$ cat config.mk
export PLATFORM = sky130hd
export DESIGN_NAME = bus_trace_capture
export DESIGN_NICKNAME = d
export VERILOG_FILES = /design/src/rtl/trace_pkg.sv /design/src/rtl/cycle_matcher.sv /design/src/rtl/trace_ram.sv /design/src/rtl/capture_ctrl.sv /design/src/rtl/bus_trace_capture.sv
export SDC_FILE = /design/constraint.sdc
export NUM_CORES = 1
export LEC_CHECK = 0
export BUFFER_PORTS_ARGS = -buffer_cell sky130_fd_sc_hd__buf_2
export CORE_UTILIZATION = 45
export CTS_BUF_LIST = sky130_fd_sc_hd__clkbuf_16
export DETAILED_ROUTE_END_ITERATION = 8
export PLACE_DENSITY = 0.75
export REMOVE_ABC_BUFFERS = 1
export SLEW_MARGIN = 30
export SYNTH_ARGS = -nofsm -noshare
export SYNTH_HDL_FRONTEND = slang
export SYNTH_SLANG_ARGS = --single-unit
$ cat constraint.sdc
create_clock -name clk -period 6.6 [get_ports clk]
set_input_delay 0.66 -clock clk [delete_from_list [all_inputs] [get_ports clk]]
set_output_delay 0.66 -clock clk [all_outputs]
set_load 0.05 [all_outputs]
$ cat src/rtl/trace_pkg.sv
package trace_pkg;

  typedef enum logic [1:0] {
    CAP_PRE  = 2'd0,
    CAP_POST = 2'd1,
    CAP_DONE = 2'd2
  } cap_state_e;

  // masked compare: bits with care=1 must agree
  function automatic logic masked_eq(logic [63:0] bus, logic [63:0] val,
                                     logic [63:0] care);
    return ((bus ^ val) & care) == 64'd0;
  endfunction

  // ring successor for any depth
  function automatic int unsigned ring_next(int unsigned p, int unsigned depth);
    return (p + 1 == depth) ? 0 : p + 1;
  endfunction

endpackage

$ cat src/rtl/cycle_matcher.sv
module cycle_matcher
  import trace_pkg::*;
#(
  parameter int ADDR_W = 32,
  parameter int DATA_W = 32,
  parameter int STAT_W = 4
) (
  input  logic              valid,
  input  logic [ADDR_W-1:0] addr,
  input  logic [DATA_W-1:0] data,
  input  logic [STAT_W-1:0] stat,
  input  logic [ADDR_W-1:0] addr_val,
  input  logic [ADDR_W-1:0] addr_care,
  input  logic [DATA_W-1:0] data_val,
  input  logic [DATA_W-1:0] data_care,
  input  logic [STAT_W-1:0] stat_val,
  input  logic [STAT_W-1:0] stat_care,
  output logic              hit
);
  logic addr_ok, data_ok, stat_ok;

  always_comb begin
    addr_ok = masked_eq(64'(addr), 64'(addr_val), 64'(addr_care));
    data_ok = masked_eq(64'(data), 64'(data_val), 64'(data_care));
    stat_ok = masked_eq(64'(stat), 64'(stat_val), 64'(stat_care));
    hit     = valid && addr_ok && data_ok && stat_ok;
  end
endmodule

$ cat src/rtl/trace_ram.sv
module trace_ram #(
  parameter int WIDTH = 68,
  parameter int DEPTH = 16,
  localparam int PTR_W = (DEPTH > 1) ? $clog2(DEPTH) : 1
) (
  input  logic             clk,
  input  logic             rst_n,
  input  logic             wr_en,
  input  logic [PTR_W-1:0] wr_idx,
  input  logic [WIDTH-1:0] wr_word,
  input  logic [PTR_W-1:0] rd_idx,
  output logic [WIDTH-1:0] rd_word
);
  logic [WIDTH-1:0] mem [DEPTH];

  always_ff @(posedge clk) begin
    if (wr_en) mem[wr_idx] <= wr_word;
  end

  generate
    if ((1 << PTR_W) == DEPTH) begin : g_pow2
      assign rd_word = mem[rd_idx];
    end else begin : g_odd
      assign rd_word = (int'(rd_idx) < DEPTH) ? mem[rd_idx] : '0;
    end
  endgenerate

  AST_WR_IN_RANGE: assert property (@(posedge clk) disable iff (!rst_n)
    wr_en |-> (int'(wr_idx) < DEPTH));
endmodule

$ cat src/rtl/capture_ctrl.sv
module capture_ctrl
  import trace_pkg::*;
#(
  parameter int DEPTH = 16,
  localparam int PTR_W = (DEPTH > 1) ? $clog2(DEPTH) : 1
) (
  input  logic             clk,
  input  logic             rst_n,
  input  logic             cyc_valid,
  input  logic             trig_hit,
  input  logic             arm,
  input  logic [PTR_W-1:0] post_count,
  output logic             wr_en,
  output logic [PTR_W-1:0] wr_ptr,
  output logic [PTR_W-1:0] trig_idx,
  output logic             triggered,
  output logic             done
);
  cap_state_e       state;
  logic [PTR_W-1:0] remain;
  logic             accept;
  logic             trig_event;
  logic [PTR_W-1:0] ptr_succ;

  always_comb begin
    accept     = cyc_valid && !arm && (state != CAP_DONE);
    trig_event = accept && (state == CAP_PRE) && trig_hit;
    wr_en      = accept;
    ptr_succ   = PTR_W'(ring_next(32'(wr_ptr), DEPTH));
    triggered  = (state != CAP_PRE);
    done       = (state == CAP_DONE);
  end

  always_ff @(posedge clk) begin
    if (!rst_n) begin
      state    <= CAP_PRE;
      wr_ptr   <= '0;
      trig_idx <= '0;
      remain   <= '0;
    end else if (arm) begin
      state <= CAP_PRE;
    end else if (accept) begin
      wr_ptr <= ptr_succ;
      if (trig_event) begin
        trig_idx <= wr_ptr;
        remain   <= post_count;
        state    <= (post_count == '0) ? CAP_DONE : CAP_POST;
      end else if (state == CAP_POST) begin
        remain <= remain - 1'b1;
        if (remain == PTR_W'(1)) state <= CAP_DONE;
      end
    end
  end

  AST_PTR_STEP: assert property (@(posedge clk) disable iff (!rst_n)
    wr_en |=> (wr_ptr == PTR_W'(ring_next(32'($past(wr_ptr)), DEPTH))));
  AST_FROZEN_WHEN_DONE: assert property (@(posedge clk) disable iff (!rst_n)
    (done && !arm) |=> ($stable(wr_ptr) && done));
  AST_DONE_NEEDS_TRIG: assert property (@(posedge clk) disable iff (!rst_n)
    done |-> triggered);
  AST_TRIG_IDX_HOLD: assert property (@(posedge clk) disable iff (!rst_n)
    (triggered && !arm) |=> ($stable(trig_idx) && triggered));
  AST_ARM_CLEARS: assert property (@(posedge clk) disable iff (!rst_n)
    arm |=> (!triggered && !done && $stable(wr_ptr)));
  AST_IDLE_NO_WRITE: assert property (@(posedge clk) disable iff (!rst_n)
    !cyc_valid |-> !wr_en);
endmodule

$ cat src/rtl/bus_trace_capture.sv
module bus_trace_capture
  import trace_pkg::*;
#(
  parameter int ADDR_W = 32,
  parameter int DATA_W = 32,
  parameter int STAT_W = 4,
  parameter int DEPTH  = 16,
  localparam int PTR_W  = (DEPTH > 1) ? $clog2(DEPTH) : 1,
  localparam int ENTRY_W = ADDR_W + DATA_W + STAT_W
) (
  input  logic              clk,
  input  logic              rst_n,
  input  logic              cyc_valid,
  input  logic [ADDR_W-1:0] cyc_addr,
  input  logic [DATA_W-1:0] cyc_data,
  input  logic [STAT_W-1:0] cyc_stat,
  input  logic [ADDR_W-1:0] trg_addr_val,
  input  logic [ADDR_W-1:0] trg_addr_care,
  input  logic [DATA_W-1:0] trg_data_val,
  input  logic [DATA_W-1:0] trg_data_care,
  input  logic [STAT_W-1:0] trg_stat_val,
  input  logic [STAT_W-1:0] trg_stat_care,
  input  logic [PTR_W-1:0]  post_count,
  input  logic              arm,
  input  logic              brk_enable,
  input  logic [ADDR_W-1:0] brk_addr_val,
  input  logic [ADDR_W-1:0] brk_addr_care,
  input  logic [DATA_W-1:0] brk_data_val,
  input  logic [DATA_W-1:0] brk_data_care,
  input  logic [STAT_W-1:0] brk_stat_val,
  input  logic [STAT_W-1:0] brk_stat_care,
  input  logic [PTR_W-1:0]  rd_idx,
  output logic [ADDR_W-1:0] rd_addr,
  output logic [DATA_W-1:0] rd_data,
  output logic [STAT_W-1:0] rd_stat,
  output logic              triggered,
  output logic              done,
  output logic [PTR_W-1:0]  wr_ptr,
  output logic [PTR_W-1:0]  trig_idx,
  output logic              break_out
);
  logic               trig_hit;
  logic               brk_hit;
  logic               wr_en;
  logic [ENTRY_W-1:0] wr_word;
  logic [ENTRY_W-1:0] rd_word;

  cycle_matcher #(.ADDR_W(ADDR_W), .DATA_W(DATA_W), .STAT_W(STAT_W)) u_trig_cmp (
    .valid(cyc_valid), .addr(cyc_addr), .data(cyc_data), .stat(cyc_stat),
    .addr_val(trg_addr_val), .addr_care(trg_addr_care),
    .data_val(trg_data_val), .data_care(trg_data_care),
    .stat_val(trg_stat_val), .stat_care(trg_stat_care),
    .hit(trig_hit)
  );

  cycle_matcher #(.ADDR_W(ADDR_W), .DATA_W(DATA_W), .STAT_W(STAT_W)) u_brk_cmp (
    .valid(cyc_valid), .addr(cyc_addr), .data(cyc_data), .stat(cyc_stat),
    .addr_val(brk_addr_val), .addr_care(brk_addr_care),
    .data_val(brk_data_val), .data_care(brk_data_care),
    .stat_val(brk_stat_val), .stat_care(brk_stat_care),
    .hit(brk_hit)
  );

  capture_ctrl #(.DEPTH(DEPTH)) u_ctrl (
    .clk(clk), .rst_n(rst_n), .cyc_valid(cyc_valid), .trig_hit(trig_hit),
    .arm(arm), .post_count(post_count), .wr_en(wr_en), .wr_ptr(wr_ptr),
    .trig_idx(trig_idx), .triggered(triggered), .done(done)
  );

  assign wr_word = {cyc_addr, cyc_data, cyc_stat};

  trace_ram #(.WIDTH(ENTRY_W), .DEPTH(DEPTH)) u_ram (
    .clk(clk), .rst_n(rst_n), .wr_en(wr_en), .wr_idx(wr_ptr), .wr_word(wr_word),
    .rd_idx(rd_idx), .rd_word(rd_word)
  );

  assign {rd_addr, rd_data, rd_stat} = rd_word;

  // break request: independent of trace state, registered once
  always_ff @(posedge clk) begin
    if (!rst_n) break_out <= 1'b0;
    else        break_out <= brk_enable && brk_hit;
  end

  AST_BRK_FROM_CYCLE: assert property (@(posedge clk) disable iff (!rst_n)
    break_out |-> $past(cyc_valid && brk_enable));
  AST_BRK_OFF: assert property (@(posedge clk) disable iff (!rst_n)
    !brk_enable |=> !break_out);
  AST_TRIG_NEEDS_VALID: assert property (@(posedge clk) disable iff (!rst_n)
    ($rose(triggered) && !done) |-> $past(cyc_valid));
endmodule

# After elaboration in Yosys (flattened, before gate mapping)
# Memories as Yosys holds them, arrays and structs flattened.
# Index checks and enable logic that the tools add are counted.
classes:
  n_addsub: 2
  eq_ne: 5
  muxes: 9
  bitwise: 14
  reduce_logical: 28
op_table:
  columns: ["op", "count"]
  rows:
  - ["64-bit logical NOT", 6]
  - ["64-bit by 32-bit bitwise AND with 64-bit output", 4]
  - ["64-bit by 4-bit bitwise AND with 64-bit output", 2]
  - ["32-bit bitwise XOR", 4]
  - ["4-bit 2-to-1 mux", 3]
  - ["1-bit logical AND", 11]
  - ["3-bit AND reduction", 3]
  - ["2-bit 2-to-1 mux", 4]
  - ["4-bit bitwise XOR", 2]
  - ["2-bit nonzero test", 3]
  - ["4-bit by 1-bit adder with 5-bit output, second input constant", 1]
  - ["5-bit equality test, second input constant", 1]
  - ["4-bit by 1-bit equality test with 1-bit output, second input constant", 1]
  - ["4-bit logical NOT", 1]
  - ["4-bit by 1-bit subtractor with 4-bit output, second input constant", 1]
  - ["2-bit by 1-bit equality test with 1-bit output, second input constant", 1]
  - ["2-bit equality test, second input constant", 1]
  - ["2-bit logical NOT", 1]
  - ["1-bit 2-to-1 mux", 2]
  - ["2-bit != test, second input constant", 1]
  - ["1-bit inverter", 2]
  - ["2-bit AND reduction", 1]
  - ["2-bit OR reduction", 1]
  - ["1-bit logical NOT", 1]
totals:
  ff_bits: 15
  ramBits: 1088
  word_cells: 64
  mem_count: 1
memory_table:
  columns: ["memory", "words", "width", "read_ports", "rd_clocked_by_memory_dff", "wr", "line_no", "text"]
  rows:
  - ["u_ram.mem", 16, 68, 1, 0, 1, "trace_ram.sv:14", "logic [WIDTH-1:0] mem [DEPTH];"]

# Depth between registers and ports, before layout
# Gate-level depths: netlist (run 1).
logic_depth:
  depth_word: 9
  ltp_mapped: 7
  mapped_depth_nobuf: 6

# By module
# From an unflattened synthesis (run 1), not the netlist that was laid out.
hier_totals:
  hier_cells: 1992
  hier_area_um2: 43351.6
modules_own_cells:
  columns: ["module", "instances", "cells_each", "area_each_um2"]
  rows:
  - ["trace_ram", 1, 1682, 40619.0]
  - ["cycle_matcher", 2, 111, 984.7]
  - ["capture_ctrl", 1, 86, 737.0]
  - ["bus_trace_capture", 1, 2, 26.3]

# Worst setup path before layout (run 1)
# OpenSTA, ideal clock, no wires.
synth_timing:
  path_type: "reg-to-reg"
  start: "register u_ctrl.state[1]"
  end: "memory u_ram.mem[3][0] (enable)"
  setup_ns: 0.577
  t_arrival_ns: 5.883
  t_required_ns: 6.023
  slack_ns: 0.139
  stages_incl_launch_ff: 5
  path_buffers: 0
  path_cell_list: "dfxtp_1 > nor2b_1 > nor3b_2 > nand2_1 > nor3_1"
synth_between:
  elab_chain_cells: 4
synth_rtl:
  columns: ["item", "line_no", "text"]
  rows:
  - ["from (decl)", "capture_ctrl.sv:19", "cap_state_e state;"]
  - ["from (signal assigned)", "capture_ctrl.sv:47", "state <= (post_count == '0) ? CAP_DONE : CAP_POST;"]
  - ["2-bit != test", "capture_ctrl.sv:26", "accept = cyc_valid && !arm && (state != CAP_DONE);"]
  - ["1-bit logical AND", "capture_ctrl.sv:26", null]
  - ["1-bit 2-to-1 mux", "trace_ram.sv:17", "if (wr_en) mem[wr_idx] <= wr_word;"]
  - ["1-bit 2-to-1 mux (not written as such)", "trace_ram.sv:17", null]
  - ["to (decl)", "trace_ram.sv:14", null]
# Every way passes these cells.

# Final worst setup path (run 1)
layout_timing:
  start: "input port rd_idx[0]"
  end: "output port rd_addr[7]"
layout_between:
  elab_chain_cells: 1
layout_rtl:
  columns: ["item", "line_no", "text"]
  rows:
  - ["from (decl)", "bus_trace_capture.sv:32", "input logic [PTR_W-1:0] rd_idx,"]
  - ["memory read 16 x 68 bit", null, null]
  - ["to (decl)", "bus_trace_capture.sv:33", "output logic [ADDR_W-1:0] rd_addr,"]
# Every way passes these cells.

==> metrics.md, run 1 <==
| Metric | Value |
|---|---|
| Worst-case clock skew | `between 0.01 and 0.015 ns` |
| Vias | `between 20,000 and 25,000` |
| Clk slew on worst S/H paths | `~0.060 ns` |
| Maximum vdd drop | `roughly 0.00024 V` |
| TritonCTS Sinks | `approximately 1,100` |
| Prevailing post-synth register cell | `edfxtp_1` |
| Multi-input gate area | `10,200 um2` |
| Number of I/O port buffers | `431` |
| Crit end category | `primary output` |
| Largest net degree at the start of global routing | `94` |
| Register bit total from synthesis | `approximately 1,100` |
| Top-Level Pins | `about 430` |
| Power share of the combinational group | `0.075` |
| Setup WS pre-CTS | `between 2 and 3 ns` |
| Core area | `between 90,000 and 100,000 um2` |
| Most frequent cells after synthesis | `1,088 x edfxtp_1, 340 x mux4_2, 139 x xor2_1` |
| Leak pwr | `about 17 nW` |
| Die width | `313 um` |
| CTS tree | `done` |
| Row count | `113` |
| Slew Limit Headroom | `0.322` |
| FMAX | `252 MHz` |
| PwrDens | `about 290 nW/um2` |
| Critical Path AT | `3.32 ns` |
| Gp weighted congestion | `about 0.86` |
| Initial Util | `0.456` |
| Final Core Density | `0.536` |
| Min Hold Slack | `between 0.2 and 0.3 ns` |
| Nets@finish | `2,708` |
| Grt ovf | `0` |
| Routed WL per cell | `between 30 and 40 um` |
| Slew of the pin with the lowest slew margin | `about 1 ns` |
| Starting DRT DRC Count | `about 2,600` |
| Setup TNS | `0 ns` |
| Post-synth top area share | `0.751` |
| Proportion of layout cells with a drive suffix above 1 | `0.416` |
| Fill cells | `between 7,000 and 8,000` |
| DP HPWL | `roughly 69,000 um` |
| CP Max Fanout | `between 60 and 70` |
| Drt pass-1 iters | `5` |
| Startpoint types | `input pin` |
| RR Startpoint | `u_ctrl.state[1]$_SDFFE_PP0P_` |
| Clk buf depth | `3` |
| Fin. max-slew vios | `0` |
| Max cap viols | `0` |
| Post-CTS Hold Buffers | `0` |
| Post-route ant nets | `0` |
| Setup violations, final | `0` |
| P_sw | `~3.3 mW` |
| Initial antenna violation count | `9` |
| Leading area contributor after synthesis | `edfxtp_1` |
| Net Sw Frac | `0.220` |
| Num CTS Buffers | `107` |
| Cell area after synthesis | `43,500 um2` |
| Int Pwr | `11.6 mW` |
| Setup crit start | `rd_idx[0]` |
| DRC Markers | `0` |
| Hold Crit Class | `in2reg` |
| Register area share after synthesis | `0.758` |
| Sequential Power Share | `0.519` |
| Clock Tree Root | `clkbuf_16` |
| Routed WL | `about 120,000 um` |
| Most numerous cell in the Yosys netlist | `edfxtp_1` |
| Clock group share of total power | `0.406` |
| Top cells by area, synth | `edfxtp_1 75%, mux4_2 18%, xor2_1 2.8%` |
| Post-synthesis cell type count | `37` |
| Post-CTS setup buffer count | `0` |
| Clock latency on the worst-skew pair | `0.67 ns` |
| DP Area | `~48,000 um2` |
| CP required | `just under 6 ns` |
| Resized Gates After CTS | `0` |
| Total global-route track usage | `0.236` |
| Ys Warns | `0` |
| Chip height | `around 310 um` |
| CTS H-Tree Depth | `3` |
| Crit path kind | `in2out` |
| Ys async rst share | `0` |
| RSZ-0062 raised after global routing | `no` |
| Period Utilization, post-route | `0.602` |
| Vias in the first global route | `22,800` |
| P&R area growth vs syn | `17.5%` |
| Final hold vios | `0` |
| Via-to-Cell Ratio | `5.95` |
| FF+latch area | `33,000 um2` |
| EDFF count, synth | `~1,100` |
| Setup ws final | `between 2 and 3 ns` |
| First-pass GRT wire length | `about 160,000 um` |
| Cell area after layout | `about 50,000 um2` |
| Die area | `roughly 98,000 um2` |
| Syn Area/Cell | `23.7 um2` |
| Hold Crit Start | `post_count[2]` |
| Minimum clock period | `~4 ns` |
| Post-Syn Instances | `about 1,800` |
| Outcome | `finished clean` |
worst paths after layout:
path	to	slack, ns	cells after the start
worst max-delay path	rd_addr[7]	2.62	6
worst min-delay path	u_ctrl.remain[2]$_SDFFE_PN0P_	0.26	3
worst max register to register	u_ram.mem[3][65]$_DFFE_PP_	3.22	6
worst min register to register	u_ctrl.trig_idx[3]$_SDFFE_PN0P_	0.48	2
critical path, cell delays in order:
cell and delay [ns]:
buf_8 0.22, buf_16 0.37, buf_12 0.44, mux4_2 0.59, mux4_2 0.56, buf_2 0.25
cell families after synthesis:
logic type / after synthesis / synth area share
xor+xnor: 142 / 0.0286
simple gates: 80 / 0.00932
flops: 1103 / 0.758
buf+inv: 86 / 0.00987
mux: 349 / 0.178
compound gates: 71 / 0.0141
fa+ha+maj: 6 / 0.00173
registers in the layout (all words and copies together), names as in the netlist:
name	flops
u_ram.mem	1088
break_out	1
u_ctrl.trig_idx	4
u_ctrl.state	2
u_ctrl.wr_ptr	4
u_ctrl.remain	4
placed cells by master (no fill, tap or decap), types with 3 or more instances in the layout:
cell type,netlist,routed
buf_4,0,43
nand4_1,12,12
nor2_4,0,12
bufinv_16,0,12
clkinv_1,0,22
clkbuf_16,0,110
nor2_1,18,6
a221oi_1,5,5
xor2_1,139,137
buf_12,0,5
nand3_1,6,6
inv_1,5,22
a221oi_2,8,8
ha_1,6,6
clkinv_4,0,4
mux4_2,340,340
clkinvlp_4,0,4
nand2_1,25,25
mux2i_1,9,9
dfxtp_1,15,15
clkinv_8,0,3
a22oi_1,38,38
edfxtp_1,1088,1088
nor3_2,1,4
clkinv_2,0,23
buf_16,0,6
xnor2_1,3,3
a22o_1,13,13
buf_2,25,427
stage by stage:
stage,power [mW],instances
after global placement,8.99,3496
after detailed placement,9.02,3504
after floorplan,8.43,1756
after CTS,15.0,3702
after global routing,15.3,3703
final,14.9,3704
layout make-up:
class | instances | share of cell area
clock inverters | 88 | 0.0148
repair buffers | 484 | 0.0542
inverters | 5 | 0.000367
multi-input cells | 648 | 0.200
flip-flops and latches | 1103 | 0.646
diodes | 1 | 0.0000490
well taps | 1265 | 0.0310
clock buffers | 110 | 0.0539
power by group through the flow:
stage / combinational (mW) / sequential, mW / clock (mW)
detailed placement: 1.13 / 7.89 / 0
global placement: 1.10 / 7.89 / 0
CTS: 1.13 / 7.74 / 6.13
floorplan: 0.530 / 7.90 / 0
global route: 1.18 / 7.74 / 6.39
finish: 1.12 / 7.74 / 6.05
routing by layer:
| layer | track usage | vias to the layer above | routed length [um] |
|---|---|---|---|
| met5 | 0 | - | 13 |
| met1 | 0.334 | 11800 | 45900 |
| met4 | 0.0511 | 2 | 1890 |
| met3 | 0.0407 | 119 | 9910 |
| met2 | 0.389 | 1214 | 57700 |
| li1 | - | 8917 | - |
(Power assumes the default switching activity.)
==> run 2: changes to the inputs <==
- PLACE_DENSITY: 0.75 -> 0.72
- clock period: 6.6 -> 3.83 ns (I/O delays scaled with it)
==> run 2 against run 1 <==
Compared with the run above:
- first-iteration DRC count decreased by 18%
- sequential share of layout area up 0.062 points
- final area barely moved
- sequential cell count did not move
- global-route usage is essentially flat
- via count decreased by 0.24%
- non-clock buffer count increased by 16
- worst hold slack got worse by 0.17 ns
- total power is 68% higher
- largest power group unchanged
- routed wire length decreased by 0.12%
- critical path depth down 1
- final cell count grew 0.24%
==> metrics.md, run 2 (same netlist as run 1, synthesis figures left out) <==
| Metric | Value |
|---|---|
| Hold depth | `4 (+1)` |
| Minimum clock period | `approximately 3 ns` |
| Resized Gates After CTS | `0 (unchanged)` |
| CP peak stage delay | `0.57 ns (-0.02 ns)` |
| Most frequent cells in the layout | `1,088 x edfxtp_1, 427 x buf_2, 340 x mux4_2` |
| Hold Crit Class | `in2reg` |
| Non-filler cells, final | `3,713 (+0.24%)` |
| CP required | `3.45 ns (-2.49 ns)` |
| Initial Util | `0.456 (unchanged)` |
| Via-to-Cell Ratio | `5.92 (-0.48%)` |
| Number of I/O port buffers | `431 (unchanged)` |
| CP Depth | `5 (-1)` |
| FMAX | `roughly 340 MHz` |
| Routed WL per cell | `31.0 um (-0.36%)` |
| Row count | `113 (unchanged)` |
| DP HPWL | `68,200 um (-0.72%)` |
| Setup TNS | `0 ns (unchanged)` |
| Worst-case clock skew | `0.0171 ns (+0.00340 ns)` |
| CTS tree | `done` |
| Total global-route track usage | `0.236 (about the same)` |
| Num CTS Buffers | `108 (+0.93%)` |
| R2R setup slack | `1.08 ns (-2.14 ns)` |
| Grt ovf | `0 (unchanged)` |
| Clk slew on worst S/H paths | `0.06 ns (about the same)` |
| Drt pass-1 iters | `6 (+1)` |
| Placed cell count | `3,517 (+0.37%)` |
| Most used cell, CP | `mux4_2` |
| Largest net degree at the start of global routing | `69 (-27%)` |
| Final hold vios | `0 (unchanged)` |
| CP Buf/Inv Count | `3 (-1)` |
| Commonest non-fill, non-tap cell in the layout | `edfxtp_1` |
| Max cap viols | `0 (unchanged)` |
| Vias | `22,000 (-0.24%)` |
| Crit end category | `primary output` |
| Clk buf depth | `3 (unchanged)` |
| Die area | `97,900 um2 (unchanged)` |
| Cells along the critical path | `buf_8 > buf_12 > mux4_2 > mux4_2 > buf_2` |
| Worst r2r path cells | `5 (-1)` |
| Biggest register | `u_ram.mem` |
| Clock Tree Root | `clkbuf_16` |
| CP Max Fanout | `39 (-38%)` |
| TritonCTS Sinks | `1,103 (unchanged)` |
| Cell family with most CP delay | `multiplexers` |
| Routed WL | `115,000 um (-0.12%)` |
| Die width | `313 um (unchanged)` |
| Chip height | `313 um (unchanged)` |
| Final Core Density | `0.535 (about the same)` |
| Period Utilization, post-route | `0.775` |
| Outcome | `finished clean` |
| Critical path's slowest cell | `mux4_2` |
| Vias in the first global route | `23,000 (+1.1%)` |
| Core area | `95,300 um2 (unchanged)` |
| Largest register FFs | `1,088 (unchanged)` |
| Setup violations, final | `0 (unchanged)` |
| Maximum vdd drop | `0.000398 V (+65%)` |
| P&R area growth vs syn | `17.3% (about the same)` |
| PwrDens | `490 nW/um2 (+68%)` |
| Crit path kind | `in2out` |
| DRC Markers | `0 (unchanged)` |
| Slew of the pin with the lowest slew margin | `1.03 ns (+0.0158 ns)` |
| Gp weighted congestion | `0.861 (+0.31%)` |
| Proportion of layout cells with a drive suffix above 1 | `0.412 (-0.00398)` |
| RSZ-0062 raised after global routing | `no` |
| Starting DRT DRC Count | `2,175 (-18%)` |
| Post-route ant nets | `0 (unchanged)` |
| Critical Path AT | `2.59 ns (-0.73 ns)` |
| Nets@finish | `2,725 (+0.63%)` |
| Clock latency on the worst-skew pair | `0.69 ns (+0.02 ns)` |
| Leak pwr | `17.0 nW (about the same)` |
| Startpoint types | `input pin` |
| First-pass GRT wire length | `163,000 um (-0.11%)` |
| Initial antenna violation count | `7 (-2)` |
| Slew Limit Headroom | `0.309 (-0.0129)` |
| CTS H-Tree Depth | `3 (unchanged)` |
| Top-Level Pins | `432 (unchanged)` |
| Fin. max-slew vios | `0 (unchanged)` |
## run 2: cell count changes in the layout (fill, tap and decap cells not counted), sizes merged
cell and change:
clkinv -14, bufinv -9, buf +12, clkbuf +1, dlygate4sd3 +4, inv +15
## run 2: timing repair
action                                  4_1_cts  5_1_grt
buffers inserted                              0        0
hold endpoints to repair                      5        0
endpoints found under the setup margin        0        0
hold buffers                                  4        0
## run 2: power by group
part           total (mW)  switching (mW)  internal [mW]
clock                9.73            4.32           5.41
sequential           13.3          0.0168           13.3
combinational        1.95            1.23          0.721
total                25.0            5.57           19.5
## run 2: layout make-up
type | instances | area, um2
inverter | 5 | 18.8
fill | 7206 | 44300
tap | 1265 | 1580
multi-input combinational | 648 | 10200
antenna | 1 | 2.50
timing repair buffer | 500 | 3000
clock buffer | 111 | 2780
sequential | 1103 | 33000
clock inverter | 80 | 462
## run 2: per-layer routing
| metal | track usage | vias to the layer above | part of all wire |
|---|---|---|---|
| met5 | 0 | - | 0.00018 |
| met4 | 0.0542 | 4 | 0.017 |
| met3 | 0.0409 | 126 | 0.080 |
| met2 | 0.394 | 1086 | 0.50 |
| met1 | 0.328 | 11800 | 0.40 |
| li1 | - | 8956 | - |
## run 2: tightest hold or removal path: cells and delay by family
kind,cells,cell delay [ns]
AO/OA/AOI/OAI,1,0.05
buffers and inverters,1,0.13
AND/OR/NAND/NOR,2,0.14
## run 2: final timing paths
kind / startpoint / endpoint
hold reg to reg: u_ctrl.trig_idx[1]$_SDFFE_PN0P_ / u_ctrl.trig_idx[1]$_SDFFE_PN0P_
setup / recovery: rd_idx[0] / rd_addr[22]
hold / removal: arm / u_ctrl.state[1]$_SDFFE_PP0P_
setup reg to reg: u_ctrl.state[1]$_SDFFE_PP0P_ / u_ram.mem[12][24]$_DFFE_PP_
## run 2: per-stage QoR
stage	hold slack (ns)	area (um2)	setup WS [ns]	power [mW]
finish	0.0806	51000	0.861	25.0
global route	0.0858	51000	0.762	25.7
CTS	0.0319	51000	0.824	25.2
detailed placement	0.467	47700	0.739	15.6
global placement	0.445	47700	0.785	15.5
floorplan	0.476	43100	-2.63	14.5
